`src/rtl/calPkg.sv`:
```
package calPkg;

  typedef enum logic [2:0] {
    ST_IDLE,
    ST_CAL,
    ST_SETTLE,
    ST_PIPE,
    ST_BG
  } seqStateT;

  typedef struct packed {
    logic tickClr;
    logic tickInc;
    logic pipeClr;
    logic pipeInc;
  } dpStrobeT;

  localparam logic [2:0] CODE_NORMAL  = 3'b000;
  localparam logic [2:0] CODE_SELF2   = 3'b001;
  localparam logic [2:0] CODE_SYSZERO = 3'b010;
  localparam logic [2:0] CODE_SYSFULL = 3'b011;
  localparam logic [2:0] CODE_OFFS2   = 3'b100;
  localparam logic [2:0] CODE_BACKGND = 3'b101;
  localparam logic [2:0] CODE_INTZERO = 3'b110;
  localparam logic [2:0] CODE_INTFULL = 3'b111;

endpackage

```
`src/rtl/calDatapath.sv`:
```
module calDatapath
  import calPkg::*;
#(
  parameter int TICK_W     = 4,
  parameter int PIPE_DELAY = 2000
) (
  input  logic              clk,
  input  logic              rstN,
  input  dpStrobeT          strobe,
  output logic [TICK_W-1:0] tickCnt,
  output logic              pipeDone
);

  localparam int PIPE_W = (PIPE_DELAY > 1) ? $clog2(PIPE_DELAY + 1) : 1;
  localparam logic [PIPE_W-1:0] PIPE_LAST = PIPE_W'(PIPE_DELAY - 1);

  logic [PIPE_W-1:0] pipeCnt;

  always_ff @(posedge clk or negedge rstN) begin
    if (!rstN) begin
      tickCnt <= '0;
    end else if (strobe.tickClr) begin
      tickCnt <= '0;
    end else if (strobe.tickInc) begin
      tickCnt <= tickCnt + 1'b1;
    end
  end

  always_ff @(posedge clk or negedge rstN) begin
    if (!rstN) begin
      pipeCnt <= '0;
    end else if (strobe.pipeClr) begin
      pipeCnt <= '0;
    end else if (strobe.pipeInc) begin
      pipeCnt <= pipeCnt + 1'b1;
    end
  end

  assign pipeDone = (pipeCnt == PIPE_LAST);

  // the delay counter never runs past its terminal value
  a_r5_pipe_in_range: assert property (@(posedge clk) disable iff (!rstN)
    pipeCnt <= PIPE_LAST);

  // the delay counter moves only when the control asks for it
  a_r7_pipe_gated: assert property (@(posedge clk) disable iff (!rstN)
    (!strobe.pipeClr && !strobe.pipeInc) |=> $stable(pipeCnt));

endmodule

```
`src/rtl/calCtrl.sv`:
```
module calCtrl
  import calPkg::*;
#(
  parameter int TICK_W           = 4,
  parameter int PHASE_TICKS      = 3,
  parameter int SETTLE_TICKS     = 3,
  parameter int SYS_SETTLE_TICKS = 1
) (
  input  logic              clk,
  input  logic              rstN,
  input  logic              modeWr,
  input  logic [2:0]        modeIn,
  input  logic              convTick,
  input  logic              syncHold,
  input  logic              dataRead,
  input  logic [TICK_W-1:0] tickCnt,
  input  logic              pipeDone,
  output dpStrobeT          strobe,
  output logic [2:0]        modeOut,
  output logic              dataReady,
  output logic              calZero,
  output logic              calFull,
  output logic              calSystem
);

  localparam logic [TICK_W-1:0] LAST_TWO  = TICK_W'(2 * PHASE_TICKS - 1);
  localparam logic [TICK_W-1:0] LAST_ONE  = TICK_W'(PHASE_TICKS - 1);
  localparam logic [TICK_W-1:0] LAST_SET  = TICK_W'(SETTLE_TICKS - 1);
  localparam logic [TICK_W-1:0] LAST_SYS  = TICK_W'(SYS_SETTLE_TICKS - 1);
  localparam logic [TICK_W-1:0] HALF_MARK = TICK_W'(PHASE_TICKS);

  seqStateT   state;
  logic [2:0] calKind;
  logic       tickEv;
  logic       twoPhase;
  logic       sysSingle;
  logic       firstHalf;
  logic [TICK_W-1:0] lastIdx;
  logic       lastTick;
  logic       setReady;
  logic       startCal;

  always_comb begin
    tickEv    = convTick && !syncHold;
    startCal  = modeWr && (modeIn != CODE_NORMAL);
    twoPhase  = (calKind == CODE_SELF2) || (calKind == CODE_OFFS2);
    sysSingle = (calKind == CODE_SYSZERO) || (calKind == CODE_SYSFULL);
    firstHalf = (tickCnt < HALF_MARK);
    case (state)
      ST_CAL:    lastIdx = twoPhase ? LAST_TWO : LAST_ONE;
      ST_SETTLE: lastIdx = sysSingle ? LAST_SYS : LAST_SET;
      default:   lastIdx = LAST_TWO;
    endcase
    lastTick = (tickCnt == lastIdx);
  end

  always_comb begin
    setReady = 1'b0;
    if (!modeWr) begin
      if (state == ST_PIPE && !syncHold && pipeDone) setReady = 1'b1;
      if (state == ST_BG && tickEv && lastTick)      setReady = 1'b1;
    end
  end

  always_comb begin
    strobe = '0;
    if (modeWr) begin
      strobe.tickClr = 1'b1;
      strobe.pipeClr = 1'b1;
    end else begin
      if (state == ST_CAL || state == ST_SETTLE || state == ST_BG) begin
        if (tickEv && lastTick)  strobe.tickClr = 1'b1;
        else if (tickEv)         strobe.tickInc = 1'b1;
      end
      if (state == ST_SETTLE && tickEv && lastTick) strobe.pipeClr = 1'b1;
      if (state == ST_PIPE && !syncHold && !pipeDone) strobe.pipeInc = 1'b1;
    end
  end

  always_ff @(posedge clk or negedge rstN) begin
    if (!rstN) begin
      state   <= ST_IDLE;
      calKind <= CODE_NORMAL;
      modeOut <= CODE_NORMAL;
    end else if (modeWr) begin
      calKind <= modeIn;
      modeOut <= modeIn;
      if (modeIn == CODE_NORMAL)       state <= ST_IDLE;
      else if (modeIn == CODE_BACKGND) state <= ST_BG;
      else                             state <= ST_CAL;
    end else begin
      case (state)
        ST_CAL: if (tickEv && lastTick) begin
          modeOut <= CODE_NORMAL;
          state   <= ST_SETTLE;
        end
        ST_SETTLE: if (tickEv && lastTick) state <= ST_PIPE;
        ST_PIPE:   if (setReady) state <= ST_IDLE;
        default: ;
      endcase
    end
  end

  always_ff @(posedge clk or negedge rstN) begin
    if (!rstN)          dataReady <= 1'b0;
    else if (startCal)  dataReady <= 1'b0;
    else if (setReady)  dataReady <= 1'b1;
    else if (dataRead)  dataReady <= 1'b0;
  end

  always_comb begin
    calZero   = 1'b0;
    calFull   = 1'b0;
    calSystem = 1'b0;
    if (state == ST_CAL) begin
      if (twoPhase) begin
        calZero   = firstHalf;
        calFull   = !firstHalf;
        calSystem = (calKind == CODE_OFFS2) && firstHalf;
      end else begin
        calZero   = (calKind == CODE_SYSZERO) || (calKind == CODE_INTZERO);
        calFull   = (calKind == CODE_SYSFULL) || (calKind == CODE_INTFULL);
        calSystem = sysSingle;
      end
    end else if (state == ST_BG) begin
      calZero = firstHalf;
    end
  end

  // background mode keeps its code until a new write
  a_r6_bg_keeps_code: assert property (@(posedge clk) disable iff (!rstN)
    (state == ST_BG && !modeWr) |=> (modeOut == CODE_BACKGND));

  // a nonzero write always leaves data-ready low
  a_r8_start_clears_ready: assert property (@(posedge clk) disable iff (!rstN)
    (modeWr && modeIn != CODE_NORMAL) |=> !dataReady);

  // under hold the tick count is frozen
  a_r7_hold_freezes_ticks: assert property (@(posedge clk) disable iff (!rstN)
    (syncHold && !modeWr) |=> $stable(tickCnt));

  // the code drops to 000 on its own only on a counted tick
  a_r4_clear_on_tick: assert property (@(posedge clk) disable iff (!rstN)
    (modeOut != CODE_NORMAL && !modeWr) |=>
      (modeOut == $past(modeOut)) || ($past(convTick) && !$past(syncHold)));

  // a read with no set pending leaves data-ready low
  a_r9_read_clears: assert property (@(posedge clk) disable iff (!rstN)
    (dataRead && !modeWr && state != ST_PIPE && state != ST_BG) |=> !dataReady);

  // never both phase kinds at once
  a_r2_one_phase: assert property (@(posedge clk) disable iff (!rstN)
    $onehot0({calZero, calFull}));

endmodule

```
`src/rtl/calSequencer.sv`:
```
module calSequencer
  import calPkg::*;
#(
  parameter int PHASE_TICKS      = 3,
  parameter int SETTLE_TICKS     = 3,
  parameter int SYS_SETTLE_TICKS = 1,
  parameter int PIPE_DELAY       = 2000
) (
  input  logic       clk,
  input  logic       rstN,
  input  logic       modeWr,
  input  logic [2:0] modeIn,
  input  logic       convTick,
  input  logic       syncHold,
  input  logic       dataRead,
  output logic [2:0] modeOut,
  output logic       dataReady,
  output logic       calZero,
  output logic       calFull,
  output logic       calSystem
);

  localparam int MAX_TICKS = (2 * PHASE_TICKS > SETTLE_TICKS) ? 2 * PHASE_TICKS : SETTLE_TICKS;
  localparam int TICK_W    = $clog2(MAX_TICKS + 1);

  dpStrobeT          strobe;
  logic [TICK_W-1:0] tickCnt;
  logic              pipeDone;

  calCtrl #(
    .TICK_W          (TICK_W),
    .PHASE_TICKS     (PHASE_TICKS),
    .SETTLE_TICKS    (SETTLE_TICKS),
    .SYS_SETTLE_TICKS(SYS_SETTLE_TICKS)
  ) i_ctrl (
    .clk      (clk),
    .rstN     (rstN),
    .modeWr   (modeWr),
    .modeIn   (modeIn),
    .convTick (convTick),
    .syncHold (syncHold),
    .dataRead (dataRead),
    .tickCnt  (tickCnt),
    .pipeDone (pipeDone),
    .strobe   (strobe),
    .modeOut  (modeOut),
    .dataReady(dataReady),
    .calZero  (calZero),
    .calFull  (calFull),
    .calSystem(calSystem)
  );

  calDatapath #(
    .TICK_W    (TICK_W),
    .PIPE_DELAY(PIPE_DELAY)
  ) i_dp (
    .clk     (clk),
    .rstN    (rstN),
    .strobe  (strobe),
    .tickCnt (tickCnt),
    .pipeDone(pipeDone)
  );

endmodule

```
`config.mk`:
```
export PLATFORM = sky130hd
export DESIGN_NAME = calSequencer
export DESIGN_NICKNAME = d
export VERILOG_FILES = /design/src/rtl/calPkg.sv /design/src/rtl/calDatapath.sv /design/src/rtl/calCtrl.sv /design/src/rtl/calSequencer.sv
export SDC_FILE = /design/constraint.sdc
export NUM_CORES = 1
export LEC_CHECK = 0
export BUFFER_PORTS_ARGS = -buffer_cell sky130_fd_sc_hd__buf_2
export CELL_PAD_IN_SITES_DETAIL_PLACEMENT = 1
export CELL_PAD_IN_SITES_GLOBAL_PLACEMENT = 1
export CORE_MARGIN = 5
export CORE_UTILIZATION = 48
export DETAILED_ROUTE_END_ITERATION = 10
export PLACE_DENSITY = 0.87
export SLEW_MARGIN = 20
export SYNTH_ARGS = -nofsm -noshare
export SYNTH_HDL_FRONTEND = slang
export SYNTH_SLANG_ARGS = --single-unit
```
`constraint.sdc`:
```
create_clock -name clk -period 3.5 [get_ports clk]
set_input_delay 0.35 -clock clk [delete_from_list [all_inputs] [get_ports clk]]
set_output_delay 0.35 -clock clk [all_outputs]
set_load 0.05 [all_outputs]
```
; Word-level counts from Yosys, hierarchy flattened
; Cells that the tools add are included.
[totals]
register_bits = 24
input_bits = 9
[op_classes]
order_cmp = 1
n_reduce_logical = 30
n_addsub = 2
n_eq_ne = 16
n_mux = 40
[ops]
columns = op, count
row1 = 3-bit 2-to-1 mux, 12
row2 = 1-bit 2-to-1 mux, 22
row3 = 11-bit 2-to-1 mux, 2
row4 = "3-bit == test, second input constant", 5
row5 = "3-bit by 2-bit == test with 1-bit output, second input constant", 4
row6 = "11-bit by 1-bit adder with 11-bit output, second input constant", 1
row7 = "11-bit == test, second input constant", 1
row8 = 1-bit logical AND, 11
row9 = 3-bit case mux with 3 select lines, 1
row10 = 2-bit nonzero test, 4
row11 = "3-bit by 1-bit == test with 1-bit output, second input constant", 2
row12 = 1-bit logical OR, 6
row13 = "3-bit != test, second input constant", 2
row14 = 3-bit case mux with 2 select lines, 1
row15 = 3-bit nonzero test, 2
row16 = 2-bit 2-to-1 mux, 2
row17 = 4-bit AND reduction, 1
row18 = 4-bit nonzero test, 1
row19 = "3-bit by 1-bit adder with 3-bit output, second input constant", 1
row20 = 3-bit == test, 1
row21 = 1-bit logical NOT, 3
row22 = 3-bit logical NOT, 1
row23 = "3-bit by 2-bit less-than comparator with 1-bit output, second input constant", 1
row24 = "3-bit by 2-bit != test with 1-bit output, second input constant", 1
row25 = 2-bit AND reduction, 1

; Logic depth before layout (Yosys ltp)
; Gate-level depths: netlist (run 1).
[depth]
ltp_word = 11
depth_mapped = 8

; Modules after synthesis
; Synthesis (run 1) repeated with hierarchy kept, for this count alone.
[hier_totals]
cells_unflattened = 153
area_unflattened_um2 = 1432.6
[modules_own_cells]
columns = module, cells_each, seq_area_each_um2, area_each_um2, n_inst
row1 = calCtrl, 86, 250.2, 748.2, 1
row2 = calDatapath, 67, 350.3, 684.4, 1

; Least setup slack after synthesis (run 1)
; No wires, ideal clock.
[synth_timing]
path_type = register to register
start = reg i_dp.tickCnt[0]
end = reg i_dp.pipeCnt[0]
t_arrival_ps = 1903
period_less_slack_ps = 2022
slack_ps = 1478
stages_incl_launch_ff = 9
cell_sequence = dfrtp_1 -> buf_2 -> or4b_1 -> o211ai_2 -> a211oi_2 -> nor4_4 -> a21o_1 -> buf_4 -> nor2_1
[synth_between]
elab_chain_cells = 5
[synth_lines]
columns = element, line_no
row1 = "start, declared", calDatapath.sv:10  ; output logic [TICK_W-1:0] tickCnt,
row2 = "start signal, assigned", calDatapath.sv:25  ; tickCnt <= tickCnt + 1'b1;
row3 = 3-bit == test *, calCtrl.sv:54  ; lastTick = (tickCnt == lastIdx);
row4 = 1-bit logical AND *, calCtrl.sv:75  ; if (state == ST_SETTLE && tickEv && lastTick) strobe.pipeClr = 1'b1;
row5 = 1-bit 2-to-1 mux *, calCtrl.sv:75
row6 = 1-bit 2-to-1 mux *, calCtrl.sv:67  ; if (modeWr) begin
row7 = 11-bit 2-to-1 mux / 2-bit nonzero test (equally long branches), -
row8 = "end signal, assigned", calDatapath.sv:35  ; pipeCnt <= pipeCnt + 1'b1;
row9 = "end, declared", calDatapath.sv:17  ; logic [PIPE_W-1:0] pipeCnt;
; Mark *: on every way between the ends. The rest lies on a longest branch, timed or not.
; A chain may end at the register's enable or synchronous reset.

; Final worst setup path (run 1)
[layout_timing]
start = reg i_ctrl.state[0]
end = reg i_ctrl.state[0]
[layout_between]
elab_chain_cells = 8
[layout_lines]
columns = element, line_no
row1 = "start, declared", calCtrl.sv:32  ; seqStateT state;
row2 = "start signal, assigned", calCtrl.sv:82  ; state <= ST_IDLE;
row3 = "start signal, assigned", calCtrl.sv:88  ; if (modeIn == CODE_NORMAL) state <= ST_IDLE;
row4 = "start signal, assigned", calCtrl.sv:89  ; else if (modeIn == CODE_BACKGND) state <= ST_BG;
row5 = "3-bit by 2-bit == test with 1-bit output, or another cell as far along", "calCtrl.sv:49, calCtrl.sv:92"
row6 = 3-bit case mux with 2 select lines / 1-bit logical AND (equally long branches), "calCtrl.sv:49, calCtrl.sv:60"
row7 = 3-bit == test / 1-bit logical AND (equally long branches), "calCtrl.sv:54, calCtrl.sv:60"
row8 = 1-bit logical AND / 1-bit 2-to-1 mux (equally long branches), "calCtrl.sv:61, calCtrl.sv:60"
row9 = 1-bit 2-to-1 mux, calCtrl.sv:61  ; if (state == ST_BG && tickEv && lastTick) setReady = 1'b1;
row10 = 1-bit 2-to-1 mux, calCtrl.sv:59  ; if (!modeWr) begin
row11 = 3-bit by 2-bit != test with 1-bit output (no source line), -
row12 = 4-bit AND reduction (no source line), -
; Parallel ways exist; a longest one is shown, timed or not.

==> run_results.csv, run 1 <==
group,metric,value,unit
min_path,holdCritPathClass,"in2reg",
synth,syn_nets,165,
sta,fin_crit_sh,69.8,%
detailed_routing,dr.pass1.iters,4,
detailed_routing,drtIter0Drc,53,
die,die-area,0.00425,sq mm
sta,setup_viol_count_final,0,
die,start_util,49.1,%
sta,clock_skew,0.00456,ns
critical_path,critPathKind,"reg2reg",
die,rows,20,
cts,cts_made_buffers,3,
cts,h-tree-depth,1,
place,placed_area,0.00154,sq mm
layout,antenna_cells,0,
cts,ctsHoldBuffers,1,
place,dpl.hpwl,2.64,mm
cts,cts-root-to-sink-buffers,2,
synth,netlist_area,0.00146,sq mm
synth,netlist_top_cells_area,"dfrtp_1, nor2_1, a21oi_1",
critical_path,cp.required,3.77,ns
flow_run,drv_cap,0,
sta,fin_tns_setup,0,ns
cts,cts_resized,0,
detailed_routing,dr_wl_met3,59,microns
cts,postCtsSetupBuffers,0,
detailed_routing,wl_per_cell,17.6,microns
place,gp_congestion,0.829,
synth,synth_edf_count,0,
detailed_routing,drt_wl_total,3.49,mm
cts,clk_pin_slew,0.13,ns
synth,ys_seq_elements,24,
power_and_ir_drop,ir_drop,193,uV
cts,cts_tree,"done",
detailed_routing,wl_met2,1.97,mm
layout,drive_gt1_share,18.7,%
sta,worst_slew_pin_slew,1.01,ns
detailed_routing,ant_nets,0,
global_routing,grt-ovfl-total,0,
synth,ys_warn_count,0,
synth,avgSynthCellArea,9.50,sq um
critical_path,worst_setup_path_end_kind,"flip-flop",
synth,ys.flop_type,"dfrtp_1",
synth,synth_top_area_share,41.1,%
synth,ys_seq_area_share,41.1,%
cts,cts_root_buf,"clkbuf_4",
die,dieHeight,65.2,microns
layout,multi_input_area,817,sq um
sta,report.final.slew_viol_count,0,
critical_path,worstPathArrival,2.71,ns
run_status,status,"completed",
sta,grt_setup_unrepaired,"false",
critical_path,critPathLaunchType,"flip-flop",
detailed_routing,drcViolationCount,0,
die,core_area,0.00298,sq mm
synth,synth_cell_types,44,
power_and_ir_drop,p_per_area,391,mW/mm^2
die,die_w,65.2,microns
synth,synth_async_sr_flop_share,100,%
detailed_routing,m1WireLength,1.42,mm
global_routing,grt_pass1_vias,1313,
cts,cts.sinks,24,
detailed_routing,routed_via_density,6.02,
global_routing,antenna_found_initial,0,
synth,synth.most_common_cell,"dfrtp_1",
sta,fmax,409,MHz
critical_path,cp_max_fo,12,
detailed_routing,dr.max_layer_used,"met4",
sta,timing.final.crit_period,2.44,ns
place,portBuffers,15,
sta,relSlewSlack,32.0,%
layout,syn_to_final_growth,9.67,%
layout,nNetsFinal,178,
cts,clk_latency,0.32,ns
synth,syn_inst,154,
detailed_routing,vias,1197,
place,place_ws,1.09,ns
power_and_ir_drop,total_power,0.000627,W
synth,yosys-top-cells-count,"dfrtp_1, nor2_1, a21oi_1",
die,ios,16,
sta,hold_viol,0,
layout,fillerInstances,363,
layout,fin_area,0.00160,sq mm
global_routing,grt_usage,18.4,%
power_and_ir_drop,leakage,0.672,nW
layout,regArea,601,sq um
global_routing,grt_max_degree,25,
global_routing,grt_pass1_wl,6.09,mm
sta,setup_ws,1.06,ns
synth,yosys.area.top_type,"dfrtp_1",
==> layout make-up <==
cell class              count  share of cell area, %
clock inverters             1                   1.87
inverters                   2                  0.468
repair buffers             16                   5.30
multi-input cells         120                   50.9
flip-flops and latches     24                   37.4
clock buffers               3                   1.40
well taps                  33                   2.57
==> cell usage in the layout (no fill, tap or decap), types with 2 or more instances in the layout <==
| cell type | count |
|---|---|
| nand3_1 | 10 |
| xnor2_1 | 6 |
| dfrtp_1 | 24 |
| nor2_1 | 18 |
| xor2_1 | 6 |
| and3_1 | 2 |
| a21oi_1 | 12 |
| nand2b_1 | 5 |
| a22o_1 | 4 |
| o21ai_0 | 4 |
| or3b_1 | 3 |
| nand3b_1 | 3 |
| nand2_1 | 11 |
| nor3_1 | 2 |
| nor4_1 | 3 |
| a21o_1 | 2 |
| mux2_2 | 3 |
| ha_1 | 2 |
| inv_1 | 2 |
| buf_2 | 15 |
| o22ai_1 | 3 |
| nor3_2 | 2 |
| clkbuf_4 | 3 |
==> worst max-delay path, cell delays in order, from the launching register on <==
cell	delay [ns]
dfrtp_1	0.62
nor3b_4	0.38
o22ai_1	0.18
o21a_1	0.25
nor4_4	0.35
a21o_1	0.42
a32o_1	0.19
==> cells by family after synthesis <==
family,Yosys count,synth area share (%)
multiplexers,4,2.99
AO/OA/AOI/OAI,33,15.5
adder cells (fa/ha/maj),2,1.71
flip-flops,24,41.1
AND/OR/NAND/NOR,69,28.5
buffers and inverters,10,3.08
XOR/XNOR,12,7.19
==> per-stage QoR <==
| stage | util (%) | std cells | hold slack (ns) |
|---|---|---|---|
| 4_1_cts | 53.9 | 199 | 0.301 |
| 3_5_place_dp | 51.8 | 194 | 0.367 |
| 3_3_place_gp | 51.8 | 194 | 0.352 |
| 6_report | 53.9 | 199 | 0.308 |
| 5_1_grt | 53.9 | 199 | 0.296 |
| 2_1_floorplan | - | 154 | 0.0544 |
==> where the power goes <==
| group | switching (W) | internal [W] | leakage (nW) | total [W] |
|---|---|---|---|---|
| sequential | 0.0000204 | 0.000287 | 0.319 | 0.000308 |
| combinational | 0.0000768 | 0.0000417 | 0.324 | 0.000118 |
| clock | 0.0000851 | 0.000116 | 0.0279 | 0.000201 |
==> flip-flops by register name (all words and copies together) (netlist names) <==
name / count
i_ctrl.calKind: 3
i_ctrl.dataReady: 1
i_ctrl.modeOut: 3
i_ctrl.state: 3
i_dp.pipeCnt: 11
i_dp.tickCnt: 3
==> path summary, 6_finish.rpt <==
kind | start | endpoint | slack (ns) | cells after the start
max | i_ctrl.state[0] | i_ctrl.state[0] | 1.06 | 6
min | dataRead | i_ctrl.dataReady | 0.31 | 3
max reg2reg | i_ctrl.state[0] | i_ctrl.state[0] | 1.06 | 6
min reg2reg | i_ctrl.modeOut[0] | i_ctrl.modeOut[0] | 0.52 | 1
max in group asynchronous | rstN | i_dp.tickCnt[1] | 2.62 | 2
min in group asynchronous | rstN | i_dp.pipeCnt[4] | 0.52 | 2
==> routing by layer <==
layer / up-vias / global-route usage (%)
met5: - / 0
li1: 578 / -
met1: 605 / 19.8
met3: 5 / 2.91
met2: 9 / 36.2
met4: 0 / 5.70
No activity file was read; power rests on OpenSTA's default activity.
==> inputs of run 2 (changes only) <==
CORE_UTILIZATION = 44   (was 48)
PLACE_DENSITY = 0.81   (was 0.87)
clock period = 2.4 ns   (was 3.5 ns; I/O delays follow)
==> run_results.csv, run 2 (same netlist as run 1, synthesis figures left out) <==
group,metric,value,unit
run_status,status,"completed",
layout,antenna_cells,0,
power_and_ir_drop,p_int,0.000542,W
power_and_ir_drop,ir_drop,398,uV
cts,cts.sinks,24,
sta,report.final.slew_viol_count,0,
power_and_ir_drop,total_power,0.000797,W
die,start_util,44.5,%
cts,h-tree-depth,1,
power_and_ir_drop,power_frac_clock,21.5,%
global_routing,grt_usage,16.9,%
die,dieHeight,67.7,microns
sta,grt_setup_unrepaired,"false",
die,die-area,0.00458,sq mm
cts,cts-root-to-sink-buffers,2,
critical_path,critPathLaunchType,"flip-flop",
min_path,holdCritPathClass,"in2reg",
critical_path,cp.required,2.66,ns
place,gp_congestion,0.861,
power_and_ir_drop,swShare,31.9,%
global_routing,grtUsageMet2,28.6,%
cts,clk_pin_slew,0.12,ns
die,core_area,0.00328,sq mm
layout,syn_to_final_growth,10.4,%
layout,nNetsFinal,181,
sta,fin_tns_setup,0,ns
critical_path,worstPathArrival,2.54,ns
cts,clk_latency,0.31,ns
layout,fillerInstances,387,
layout,largest_reg_flops,11,
place,portBuffers,15,
detailed_routing,ant_nets,0,
layout,final_cell_mix,"dfrtp_1, nor2_1, buf_2, a21oi_1, nand2_1",
global_routing,grt_pass1_wl,5.84,mm
global_routing,grt_pass1_vias,1287,
place,place_ws,0.0524,ns
layout,final_common_cell,"dfrtp_1",
layout,drive_gt1_share,20.2,%
power_and_ir_drop,leakage,0.672,nW
detailed_routing,vias,1216,
sta,fin_crit_sh,95.1,%
sta,relSlewSlack,63.5,%
die,ios,16,
critical_path,worst_setup_path_end_kind,"flip-flop",
detailed_routing,drcViolationCount,0,
detailed_routing,dr.pass1.iters,4,
power_and_ir_drop,p_per_area,494,mW/mm^2
sta,fmax,438,MHz
global_routing,grt_busiest_layer,"met2",
global_routing,use_met1,21.7,%
global_routing,use_met3,2.00,%
detailed_routing,routed_via_density,5.68,
cts,cts_made_buffers,3,
place,dpl.hpwl,2.66,mm
cts,cts_root_buf,"clkbuf_4",
detailed_routing,drtIter0Drc,34,
sta,hold_viol,0,
power_and_ir_drop,p_sw,0.000255,W
sta,setup_viol_count_final,0,
sta,clock_skew,0.00691,ns
detailed_routing,wl_per_cell,16.1,microns
flow_run,drv_cap,0,
global_routing,antenna_found_initial,0,
detailed_routing,drt_wl_total,3.45,mm
sta,timing.final.crit_period,2.28,ns
global_routing,grt-ovfl-total,0,
sta,worst_slew_pin_slew,0.548,ns
power_and_ir_drop,pwr-share-comb,22.6,%
critical_path,cp_max_fo,12,
die,rows,21,
layout,postLayoutCoreUtil,49.1,%
global_routing,grt_max_degree,25,
critical_path,critPathKind,"reg2reg",
die,die_w,67.7,microns
layout,top_register,"i_dp.pipeCnt",
sta,setup_ws,0.118,ns
power_and_ir_drop,seqPwrFrac,55.9,%
cts,cts_tree,"done",
[run 2: stage by stage]
stage / instances / instance area [sq um] / hold WS (ns)
6_report: 214 / 1610 / 0.219
5_1_grt: 214 / 1610 / 0.216
4_1_cts: 214 / 1610 / 0.204
3_5_place_dp: 210 / 1580 / 0.252
3_3_place_gp: 210 / 1580 / 0.241
2_1_floorplan: 154 / 1460 / -0.0556
[run 2: layout make-up]
class / count / area, sq um / area share (%)
Multi-Input combinational cell: 120 / 818 / 50.7
Sequential cell: 24 / 601 / 37.2
Timing Repair Buffer: 19 / 108 / 6.67
Tap cell: 46 / 57.6 / 3.57
Clock buffer: 3 / 22.5 / 1.40
Inverter: 2 / 7.51 / 0.465
[run 2: worst max-delay path: stages, from the launching register on]
cell and delay [ns]:
dfrtp_1 0.56, nor3b_4 0.37, o22ai_1 0.18, o21a_1 0.25, nor4_4 0.38, a21o_2 0.33, a32o_1 0.16
[run 2: final timing paths]
kind	slack [ns]	end	cells after the start	startpoint
max	0.12	i_ctrl.state[0]	6	i_ctrl.state[0]
min	0.22	i_ctrl.modeOut[1]	2	modeIn[1]
max reg2reg	0.12	i_ctrl.state[0]	6	i_ctrl.state[0]
min reg2reg	0.52	i_ctrl.modeOut[0]	1	i_ctrl.modeOut[0]
max in group asynchronous	1.59	i_dp.pipeCnt[10]	2	rstN
min in group asynchronous	0.45	i_dp.tickCnt[2]	2	rstN
[run 2: routing by layer]
layer	wire length (microns)	share of wire (%)	up-vias
li1	-	-	582
met1	1570	45	612
met2	1760	51	16
met3	79	2.3	6
met4	46	1.3	0
met5	0	0	-
[run 2: power groups by stage]
| stage | sequential [W] | clock (W) | combinational, W |
|---|---|---|---|
| 2_1_floorplan | 0.000455 | 0 | 0.000125 |
| 3_3_place_gp | 0.000450 | 0 | 0.000174 |
| 3_5_place_dp | 0.000453 | 0 | 0.000179 |
| 6_report | 0.000446 | 0.000171 | 0.000180 |
| 4_1_cts | 0.000446 | 0.000185 | 0.000182 |
| 5_1_grt | 0.000450 | 0.000201 | 0.000194 |
[run 2: what timing repair did]
item	CTS	global route
endpoints found under the hold margin	24	0
gates resized for setup	0	1
hold buffers	1	0
setup buffers	0	0
endpoints found under the setup margin	0	12
